<file path="config.mk">
export PLATFORM = sky130hd
export DESIGN_NAME = oneshot_timer
export DESIGN_NICKNAME = d
export VERILOG_FILES = /design/src/rtl/ost_pkg.sv /design/src/rtl/ost_ctrl.sv /design/src/rtl/ost_dp.sv /design/src/rtl/oneshot_timer.sv
export SDC_FILE = /design/constraint.sdc
export NUM_CORES = 1
export LEC_CHECK = 0
export ABC_AREA = 1
export ABC_CLOCK_PERIOD_IN_PS = 3500
export BUFFER_PORTS_ARGS = -buffer_cell sky130_fd_sc_hd__clkbuf_2
export CAP_MARGIN = 20
export CORE_MARGIN = 3
export CORE_UTILIZATION = 54
export DETAILED_ROUTE_END_ITERATION = 8
export GPL_TIMING_DRIVEN = 1
export PLACE_DENSITY = 0.73
export SYNTH_ARGS = -nofsm -noshare
export SYNTH_HDL_FRONTEND = slang
export SYNTH_SLANG_ARGS = --single-unit
</file>
<file path="constraint.sdc">
create_clock -name clk -period 3.5 [get_ports clk]
set_input_delay 0.7 -clock clk [delete_from_list [all_inputs] [get_ports clk]]
set_output_delay 0.7 -clock clk [all_outputs]
set_load 0.05 [all_outputs]
</file>
<file path="src/rtl/ost_pkg.sv">
package ost_pkg;
  // write-port targets; the bench and software rely on these values
  localparam logic [1:0] ADDR_CTRL  = 2'd0;
  localparam logic [1:0] ADDR_END   = 2'd1;
  localparam logic [1:0] ADDR_START = 2'd2;

  // trigger edge encodings
  localparam logic [1:0] EDGE_FALL = 2'b00;
  localparam logic [1:0] EDGE_RISE = 2'b01;
  localparam logic [1:0] EDGE_BAD  = 2'b10;
  localparam logic [1:0] EDGE_BOTH = 2'b11;

  // strobes from control to datapath, one cycle each
  typedef struct packed {
    logic restart;   // clear counter, re-arm compares
    logic tick;      // count enable after the divider
    logic ldEnd;     // accept end compare value
    logic ldStart;   // accept start compare value
    logic setHigh;   // force output flip-flop to 1
    logic setLow;    // force output flip-flop to 0
  } ctlStrb_t;
endpackage

</file>
<file path="src/rtl/ost_ctrl.sv">
module ost_ctrl
  import ost_pkg::*;
#(
  parameter int CNT_W       = 16,
  parameter int PRE_W       = 2,
  parameter int SYNC_STAGES = 2
) (
  input  logic             clk,
  input  logic             rst,
  input  logic             cfgWe,
  input  logic [1:0]       cfgAddr,
  input  logic [CNT_W-1:0] cfgData,
  input  logic             trigIn,
  input  logic             wrap,
  output ctlStrb_t         strb,
  output logic             outEn,
  output logic             ovfFlag,
  output logic             cfgErr
);
  // control word layout
  localparam int B_PRE   = 2;
  localparam int B_MODE  = B_PRE + PRE_W;
  localparam int B_OEN   = B_MODE + 1;
  localparam int B_LOW   = B_MODE + 2;
  localparam int B_HIGH  = B_MODE + 3;
  localparam int DIV_LOG = (1 << PRE_W) - 2;
  localparam int PCNT_W  = (DIV_LOG > 0) ? DIV_LOG : 1;

  logic [SYNC_STAGES-1:0] syncQ;
  logic                   trigPrev;
  logic                   trigNow;
  logic [1:0]             edgeSel;
  logic [PRE_W-1:0]       preSel;
  logic                   oneShot;
  logic                   running;
  logic [PCNT_W-1:0]      preCnt;
  logic [PCNT_W-1:0]      divLast;
  logic                   edgeHit;
  logic                   isCtrl;
  logic                   isCmp;
  logic                   ctrlBad;
  logic                   cmpBad;

  assign trigNow = syncQ[SYNC_STAGES-1];

  always_ff @(posedge clk) begin
    if (rst) begin
      syncQ    <= '0;
      trigPrev <= 1'b0;
    end else begin
      syncQ    <= {syncQ[SYNC_STAGES-2:0], trigIn};
      trigPrev <= trigNow;
    end
  end

  always_comb begin
    case (edgeSel)
      EDGE_FALL: edgeHit = trigPrev & ~trigNow;
      EDGE_RISE: edgeHit = trigNow & ~trigPrev;
      EDGE_BOTH: edgeHit = trigNow ^ trigPrev;
      default:   edgeHit = 1'b0;
    endcase
  end

  assign isCtrl  = cfgWe && (cfgAddr == ADDR_CTRL);
  assign isCmp   = cfgWe && ((cfgAddr == ADDR_END) || (cfgAddr == ADDR_START));
  assign ctrlBad = (cfgData[1:0] == EDGE_BAD) || (&cfgData[B_PRE +: PRE_W])
                   || (cfgData[B_LOW] && cfgData[B_HIGH]);
  assign cmpBad  = (cfgData == '0);
  assign divLast = PCNT_W'((32'd1 << preSel) - 32'd1);

  always_comb begin
    strb         = '0;
    strb.restart = oneShot && edgeHit;
    strb.tick    = running && (preCnt == divLast);
    strb.ldEnd   = cfgWe && (cfgAddr == ADDR_END) && !cmpBad;
    strb.ldStart = cfgWe && (cfgAddr == ADDR_START) && !cmpBad;
    strb.setHigh = isCtrl && !ctrlBad && cfgData[B_HIGH];
    strb.setLow  = isCtrl && !ctrlBad && cfgData[B_LOW];
  end

  always_ff @(posedge clk) begin
    if (rst) begin
      edgeSel <= EDGE_FALL;
      preSel  <= '0;
      oneShot <= 1'b0;
      outEn   <= 1'b0;
      cfgErr  <= 1'b0;
    end else begin
      cfgErr <= (isCtrl && ctrlBad) || (isCmp && cmpBad);
      if (isCtrl && !ctrlBad) begin
        edgeSel <= cfgData[1:0];
        preSel  <= cfgData[B_PRE +: PRE_W];
        oneShot <= cfgData[B_MODE];
        outEn   <= cfgData[B_OEN];
      end
    end
  end

  always_ff @(posedge clk) begin
    if (rst) begin
      running <= 1'b0;
      ovfFlag <= 1'b0;
      preCnt  <= '0;
    end else if (strb.restart) begin
      running <= 1'b1;
      ovfFlag <= 1'b0;
      preCnt  <= '0;
    end else begin
      if (wrap) begin
        running <= 1'b0;
        ovfFlag <= 1'b1;
      end
      if (running) preCnt <= strb.tick ? '0 : preCnt + PCNT_W'(1);
    end
  end
endmodule

</file>
<file path="src/rtl/ost_dp.sv">
module ost_dp
  import ost_pkg::*;
#(
  parameter int CNT_W = 16
) (
  input  logic             clk,
  input  logic             rst,
  input  ctlStrb_t         strb,
  input  logic [CNT_W-1:0] cfgData,
  output logic             outFf,
  output logic             matchStart,
  output logic             matchEnd,
  output logic             wrap
);
  localparam logic [CNT_W-1:0] CNT_TOP = {CNT_W{1'b1}};

  logic [CNT_W-1:0] count;
  logic [CNT_W-1:0] cmpEnd;
  logic [CNT_W-1:0] cmpStart;
  logic             armed;
  logic             hitStart;
  logic             hitEnd;

  assign hitStart = strb.tick && armed && (count == cmpStart);
  assign hitEnd   = strb.tick && armed && (count == cmpEnd);
  assign wrap     = strb.tick && (count == CNT_TOP);

  always_ff @(posedge clk) begin
    if (rst) begin
      cmpEnd   <= CNT_TOP;
      cmpStart <= CNT_TOP;
    end else begin
      if (strb.ldEnd)   cmpEnd   <= cfgData;
      if (strb.ldStart) cmpStart <= cfgData;
    end
  end

  always_ff @(posedge clk) begin
    if (rst) begin
      count <= '0;
      armed <= 1'b0;
    end else if (strb.restart) begin
      count <= '0;
      armed <= 1'b1;
    end else if (strb.tick) begin
      count <= count + CNT_W'(1);
      if (hitEnd) armed <= 1'b0;
    end
  end

  always_ff @(posedge clk) begin
    if (rst) begin
      outFf      <= 1'b0;
      matchStart <= 1'b0;
      matchEnd   <= 1'b0;
    end else begin
      matchStart <= hitStart;
      matchEnd   <= hitEnd;
      if (strb.setHigh)           outFf <= 1'b1;
      else if (strb.setLow)       outFf <= 1'b0;
      else if (hitStart ^ hitEnd) outFf <= ~outFf;
    end
  end
endmodule

</file>
<file path="src/rtl/oneshot_timer.sv">
module oneshot_timer
  import ost_pkg::*;
#(
  parameter int CNT_W       = 16,
  parameter int PRE_W       = 2,
  parameter int SYNC_STAGES = 2
) (
  input  logic             clk,
  input  logic             rst,
  input  logic             cfgWe,
  input  logic [1:0]       cfgAddr,
  input  logic [CNT_W-1:0] cfgData,
  input  logic             trigIn,
  output logic             pulseOut,
  output logic             ovfFlag,
  output logic             matchStart,
  output logic             matchEnd,
  output logic             cfgErr
);
  ctlStrb_t strb;
  logic     outEn;
  logic     outFf;
  logic     wrap;

  ost_ctrl #(.CNT_W(CNT_W), .PRE_W(PRE_W), .SYNC_STAGES(SYNC_STAGES)) u_ctrl (
    .clk(clk), .rst(rst), .cfgWe(cfgWe), .cfgAddr(cfgAddr), .cfgData(cfgData),
    .trigIn(trigIn), .wrap(wrap), .strb(strb), .outEn(outEn),
    .ovfFlag(ovfFlag), .cfgErr(cfgErr)
  );

  ost_dp #(.CNT_W(CNT_W)) u_dp (
    .clk(clk), .rst(rst), .strb(strb), .cfgData(cfgData), .outFf(outFf),
    .matchStart(matchStart), .matchEnd(matchEnd), .wrap(wrap)
  );

  assign pulseOut = outFf & outEn;
endmodule

</file>
==> metrics.md, run 1 <==
| Metric | Value |
|---|---|
| Worst hold-check path type | `flop to flop` |
| Min Tclk post-route | `2.02 ns` |
| Worst-Margin Slew | `0.515 ns` |
| Unrepaired setup endpoints after global routing | `false` |
| Post-Syn Nets | `536` |
| Buffers on Ports | `26` |
| Register area | `1320 sq um` |
| Initial antenna violation count | `0` |
| Netlist cell types | `38` |
| Layout Utilization | `62.5%` |
| Dpl hpwl | `6060 um` |
| Critical Path Max Stage Delay | `0.40 ns` |
| Clock Path Buffers | `2` |
| Slew Limit Headroom | `65.6%` |
| Delay-heaviest family, CP | `simple AND/OR/NAND/NOR gates` |
| TNS Setup | `0 ns` |
| Critical R2R Capture | `u_dp.count[6]` |
| Setup Viol. Count Final | `0` |
| Run status | `finished clean` |
| CTS tree | `done` |
| Clock-pin slew of the registers on the worst-case setup and hold paths | `0.07 ns` |
| Setup crit end kind | `flop` |
| Synth Register Bits | `66` |
| Starting DRT DRC Count | `191` |
| First-pass GRT wire length | `13,400 um` |
| Largest net degree at the start of global routing | `40` |
| Cell count after synthesis | `508` |
| Syn. warnings | `0` |
| Worst Skew | `0.00961 ns` |
| Ports | `27` |
| GRT Total Usage | `23.0%` |
| CTS resizes | `0` |
| Vias | `3,150` |
| Global route overflow | `0` |
| DRC violation count after routing | `0` |
| Max H-tree Level | `3` |
| # diodes | `0` |
| Commonest non-fill, non-tap cell in the layout | `nand2_1` |
| Mean area per synthesized cell | `6.85 sq um` |
| Hold Buf Count CTS | `0` |
| Die width | `86.3 um` |
| DIE HEIGHT | `86.3 um` |
| Number of max-cap violations | `0` |
| Seq/Total Area, Yosys | `38.0%` |
| Core Area | `6100 sq um` |
| Worst Path Max Fanout | `21` |
| Avg WL per Cell | `13.2 um` |
| Vias in the first global route | `2,895` |
| Static Leakage | `1.73 nW` |
| Initial Util | `57.1%` |
| Top cells by area, synth | `dfxtp_1 (38%), nand2_1 (17%), inv_1 (6.7%)` |
| Final period utilization | `57.6%` |
| Buffers & Inverters on Critical Path | `2` |
| Multi-input logic area | `1800 sq um` |
| FF-to-FF path depth | `8` |
| First-pass DRT Iterations | `5` |
| Power Density | `401 nW/um^2` |
| RePlAce Congestion | `0.834` |
| Worst Hold Launch | `u_ctrl.syncQ[0]` |
| Worst skew pair latency | `0.33 ns` |
| WHS Endpoint | `u_ctrl.syncQ[1]` |
| CP max-delay cell | `nor4_1` |
| Num rows | `28` |
| Fin. Hold Viols | `0` |
| Reg2Reg Setup Slack | `1.63 ns` |
| Share of layout cells above drive strength 1 | `11.8%` |
| Worst vdd ir | `0.270 mV` |
| FMAX | `0.496 GHz` |
| Fill cell count | `595` |
| CTS root buf | `clkbuf_8` |
| Post-synth top area share | `38.0%` |
| CP Launch Type | `input port` |
| Synth area leader | `dfxtp_1` |
| DIE AREA | `7440 sq um` |
| Antenna Nets Post-Route | `0` |
| Worst Hold Depth | `2` |
| Clock Sinks | `66` |
| CP required | `3.69 ns` |
| Crit path DAT | `2.21 ns` |
| Worst r2r src | `u_ctrl.trigPrev` |
| Post-Syn Area | `3480 sq um` |
| Area delta synth->final | `9.46%` |
| Max Slew Vio Count | `0` |
| Nets@finish | `558` |
| Post-CTS Setup Repair Bufs | `0` |
| Worst setup path class | `input port to flop` |
| Via-to-Cell Ratio | `5.17` |
| Total wire length | `8040 um` |
| Most frequent cells in the layout | `nand2_1 (159), dfxtp_1 (66), inv_1 (62)` |
| Crit-path cells | `clkbuf_2 > nor4_1 > nand4_1 > nand3_1 > inv_2 > nand2_1 > o211ai_1` |
| CTS Buf Count | `9` |
[flip-flops by register name (all words and copies together) (netlist names), 2 cells and up]
name,flops
u_dp.count,16
u_dp.cmpStart,16
u_ctrl.syncQ,2
u_ctrl.preCnt,2
u_ctrl.edgeSel,2
u_dp.cmpEnd,16
u_ctrl.preSel,2
[cell families (layout without fill, tap and decap cells)]
kind of cell,after synthesis,after routing,share of synthesized area (%)
AND/OR/NAND/NOR,261,261,32.6
buffers and inverters,88,114,10.3
AO/OA/AOI/OAI,67,67,11.9
flip-flops,66,66,38.0
XOR/XNOR,20,20,5.04
adder cells (fa/ha/maj),6,6,2.16
[Yosys cell counts (all sizes together)]
master / instances
nand2: 162
inv: 71
dfxtp: 66
nor2: 53
a21oi: 24
o211ai: 24
nand3: 19
o21ai: 14
buf: 11
xor2: 11
nor3: 9
xnor2: 9
nand4: 7
nor4: 7
ha: 6
clkbuf: 5
a211oi: 2
a221oi: 1
and2: 1
clkinv: 1
nand2b: 1
nand3b: 1
o211a: 1
o21a: 1
or2: 1
[how the worst max path moves through the flow]
stage	end	start	cells past startpoint	slack [ns]
floorplan	u_dp.outFf	cfgAddr[0]	9	1.75
finish	u_dp.cmpStart[6]	cfgData[11]	7	1.48
CTS	u_dp.cmpStart[2]	cfgData[11]	7	1.47
detailed placement	u_dp.cmpStart[11]	cfgData[11]	7	1.13
global placement	u_dp.cmpStart[12]	cfgData[11]	7	1.18
global route	u_dp.cmpStart[4]	cfgData[11]	7	1.28
[worst reg2reg max path, stage by stage, from the launching register on]
cell     delay [ns]
dfxtp_1        0.34
inv_1          0.05
ha_1           0.28
o211a_1        0.22
nor2_1         0.22
nor2_1         0.17
inv_2          0.27
nor2_1         0.09
o21a_1         0.11
[report_power, final]
part / total (mW) / internal (mW) / leakage (nW) / switching, mW
registers: 0.792 / 0.775 / 0.538 / 0.0170
clock network: 0.618 / 0.343 / 0.0962 / 0.275
logic: 0.119 / 0.0438 / 1.10 / 0.0747
[metal layers]
layer | track usage [%] | share of wire, % | vias up
li1 | - | - | 1659
met1 | 33.0 | 49 | 1387
met2 | 33.8 | 42 | 90
met3 | 3.61 | 7.0 | 14
met4 | 10.5 | 2.3 | 0
met5 | 0 | 0 | -
[cell type report]
class                   instances  area share, %
inverters                      72           7.10
repair buffers                 27           3.61
well taps                      75           2.46
flip-flops and latches         66           34.7
clock buffers                  12           3.81
multi-input cells             354           47.3
clock inverters                 3           1.05
[stage by stage]
step,std cells,total power [mW],setup WS [ns],cell area [sq um],hold WS [ns]
2_1_floorplan,508,0.887,1.75,3480,0.388
3_3_place_gp,594,0.923,1.18,3620,0.394
3_5_place_dp,594,0.926,1.13,3620,0.402
4_1_cts,609,1.53,1.47,3810,0.414
5_1_grt,609,1.58,1.28,3810,0.444
6_report,609,1.53,1.48,3810,0.409
Note: power is estimated with default switching activity, not from simulation.
==> run 2, diff against run 1 <==
- ABC_CLOCK_PERIOD_IN_PS: 3500 -> 2000
- clock period: 3.5 -> 2 ns (I/O delays scaled with it)
==> metrics.md, run 2 (synthesized netlist as in run 1, its figures left out) <==
| Metric | Value |
|---|---|
| Power share of the sequential group | `49.8%` |
| Number of max-cap violations | `0` |
| Global route overflow | `0` |
| DIE HEIGHT | `86.3 um` |
| DRC violation count after routing | `0` |
| Total power | `2.78 mW` |
| Static Leakage | `1.77 nW` |
| Setup Viol. Count Final | `0` |
| CP max-delay cell | `dfxtp_1` |
| CTS resizes | `0` |
| Ports | `27` |
| Buffers & Inverters on Critical Path | `0` |
| Buffers on Ports | `26` |
| Setup crit end kind | `flop` |
| GRT Total Usage | `24.5%` |
| Share of layout cells above drive strength 1 | `12.6%` |
| # diodes | `0` |
| FMAX | `0.576 GHz` |
| CTS Buf Count | `9` |
| DIE AREA | `7440 sq um` |
| FF-to-FF path depth | `6` |
| Core Area | `6100 sq um` |
| Min Tclk post-route | `1.73 ns` |
| Worst Hold Launch | `trigIn` |
| Vias | `3,195` |
| Worst Path Max Fanout | `6` |
| Starting DRT DRC Count | `226` |
| First-pass DRT Iterations | `5` |
| Clock Sinks | `66` |
| Hold Buf Count CTS | `0` |
| Crit path launch | `u_dp.count[1]` |
| Delay-heaviest family, CP | `simple AND/OR/NAND/NOR gates` |
| Crit-path cells | `ha_1 > nand4_4 > nor3_1 > nand4_1 > a21oi_1 > nor2_1` |
| TNS Setup | `0 ns` |
| Initial antenna violation count | `0` |
| Max H-tree Level | `3` |
| Fin. Hold Viols | `0` |
| Avg WL per Cell | `13.7 um` |
| Antenna Nets Post-Route | `0` |
| Worst hold-check path type | `input port to flop` |
| CP Launch Type | `flop` |
| Worst-Margin Slew | `0.414 ns` |
| Initial Util | `57.1%` |
| Num rows | `28` |
| Area delta synth->final | `11.5%` |
| Most frequent cells in the layout | `nand2_1 (159), dfxtp_1 (66), inv_1 (62)` |
| Power Density | `717 nW/um^2` |
| Post-CTS Setup Repair Bufs | `0` |
| Crit path to | `u_ctrl.running` |
| RePlAce Congestion | `0.910` |
| Nets@finish | `564` |
| Worst Skew | `0.00551 ns` |
| Clock Path Buffers | `2` |
| Total wire length | `8450 um` |
| Sw Pwr | `0.648 mW` |
| Critical Path Max Stage Delay | `0.48 ns` |
| Worst r2r src | `u_dp.count[1]` |
| Internal power | `2.14 mW` |
| Crit path DAT | `1.96 ns` |
| Via-to-Cell Ratio | `5.20` |
| Vias in the first global route | `2,953` |
| First-pass GRT wire length | `14,200 um` |
| Slew Limit Headroom | `72.4%` |
| Gate power share | `7.8%` |
| Sw Ratio | `23.3%` |
| Run status | `finished clean` |
| Layout Utilization | `63.6%` |
| Max Slew Vio Count | `0` |
| CTS tree | `done` |
| Cell depth of the worst setup path | `6` |
| CP required | `2.22 ns` |
| Commonest non-fill, non-tap cell in the layout | `nand2_1` |
| Final period utilization | `86.7%` |
| Die width | `86.3 um` |
| Unrepaired setup endpoints after global routing | `false` |
| Critical R2R Capture | `u_ctrl.running` |
| Reg2Reg Setup Slack | `0.27 ns` |
| Dpl hpwl | `6420 um` |
| Worst skew pair latency | `0.33 ns` |
| CTS root buf | `clkbuf_8` |
| Clk pwr share | `42.3%` |
| Largest net degree at the start of global routing | `34` |
| Fill cell count | `590` |
| Worst vdd ir | `0.535 mV` |
| Largest regs | `u_dp.cmpEnd x16, u_dp.cmpStart x16, u_dp.count x16` |
| Clock-pin slew of the registers on the worst-case setup and hold paths | `0.07 ns` |
| Worst setup path class | `flop to flop` |
-- run 2: worst min-delay path by stage --
stage,endpoint,cells past startpoint,slack [ns]
6_report,u_ctrl.syncQ[0],3,0.25
5_1_grt,u_ctrl.syncQ[0],3,0.28
4_1_cts,u_ctrl.syncQ[0],3,0.24
3_5_place_dp,u_ctrl.syncQ[1],2,0.41
3_3_place_gp,u_ctrl.syncQ[1],2,0.40
2_1_floorplan,u_ctrl.syncQ[1],2,0.39
-- run 2: routing by layer --
layer | GRT usage [%] | routed length (um)
met1 | 36.2 | 4110
met2 | 35.8 | 3660
met3 | 4.18 | 576
met4 | 8.50 | 99
met5 | 0 | 0
-- run 2: worst min-delay path: stages --
cell and delay [ns]:
clkbuf_2 0.08, inv_1 0.04, nor2_1 0.03
-- run 2: metrics by stage --
step           setup slack (ns)  cell area, sq um  hold slack (ns)  std cells
2_1_floorplan             0.475              3480            0.388        508
3_3_place_gp              0.217              3680            0.402        600
3_5_place_dp              0.151              3680            0.410        600
4_1_cts                   0.267              3880            0.242        615
5_1_grt                   0.146              3880            0.277        615
6_report                  0.265              3880            0.251        615
-- run 2: final cells by class --
cell class	count	area, sq um	area share [%]
repair buffers	33	195	5.03
clock buffers	12	135	3.48
clock inverters	3	65.1	1.68
well taps	75	93.8	2.42
flip-flops and latches	66	1320	34.1
inverters	72	270	6.97
multi-input cells	354	1800	46.4
-- run 2: power groups by stage --
stage	logic, mW	clock network [mW]	registers, mW
floorplan	0.144	0	1.41
global placement	0.211	0	1.42
detailed placement	0.216	0	1.42
CTS	0.217	1.19	1.39
global route	0.250	1.26	1.39
finish	0.218	1.18	1.39
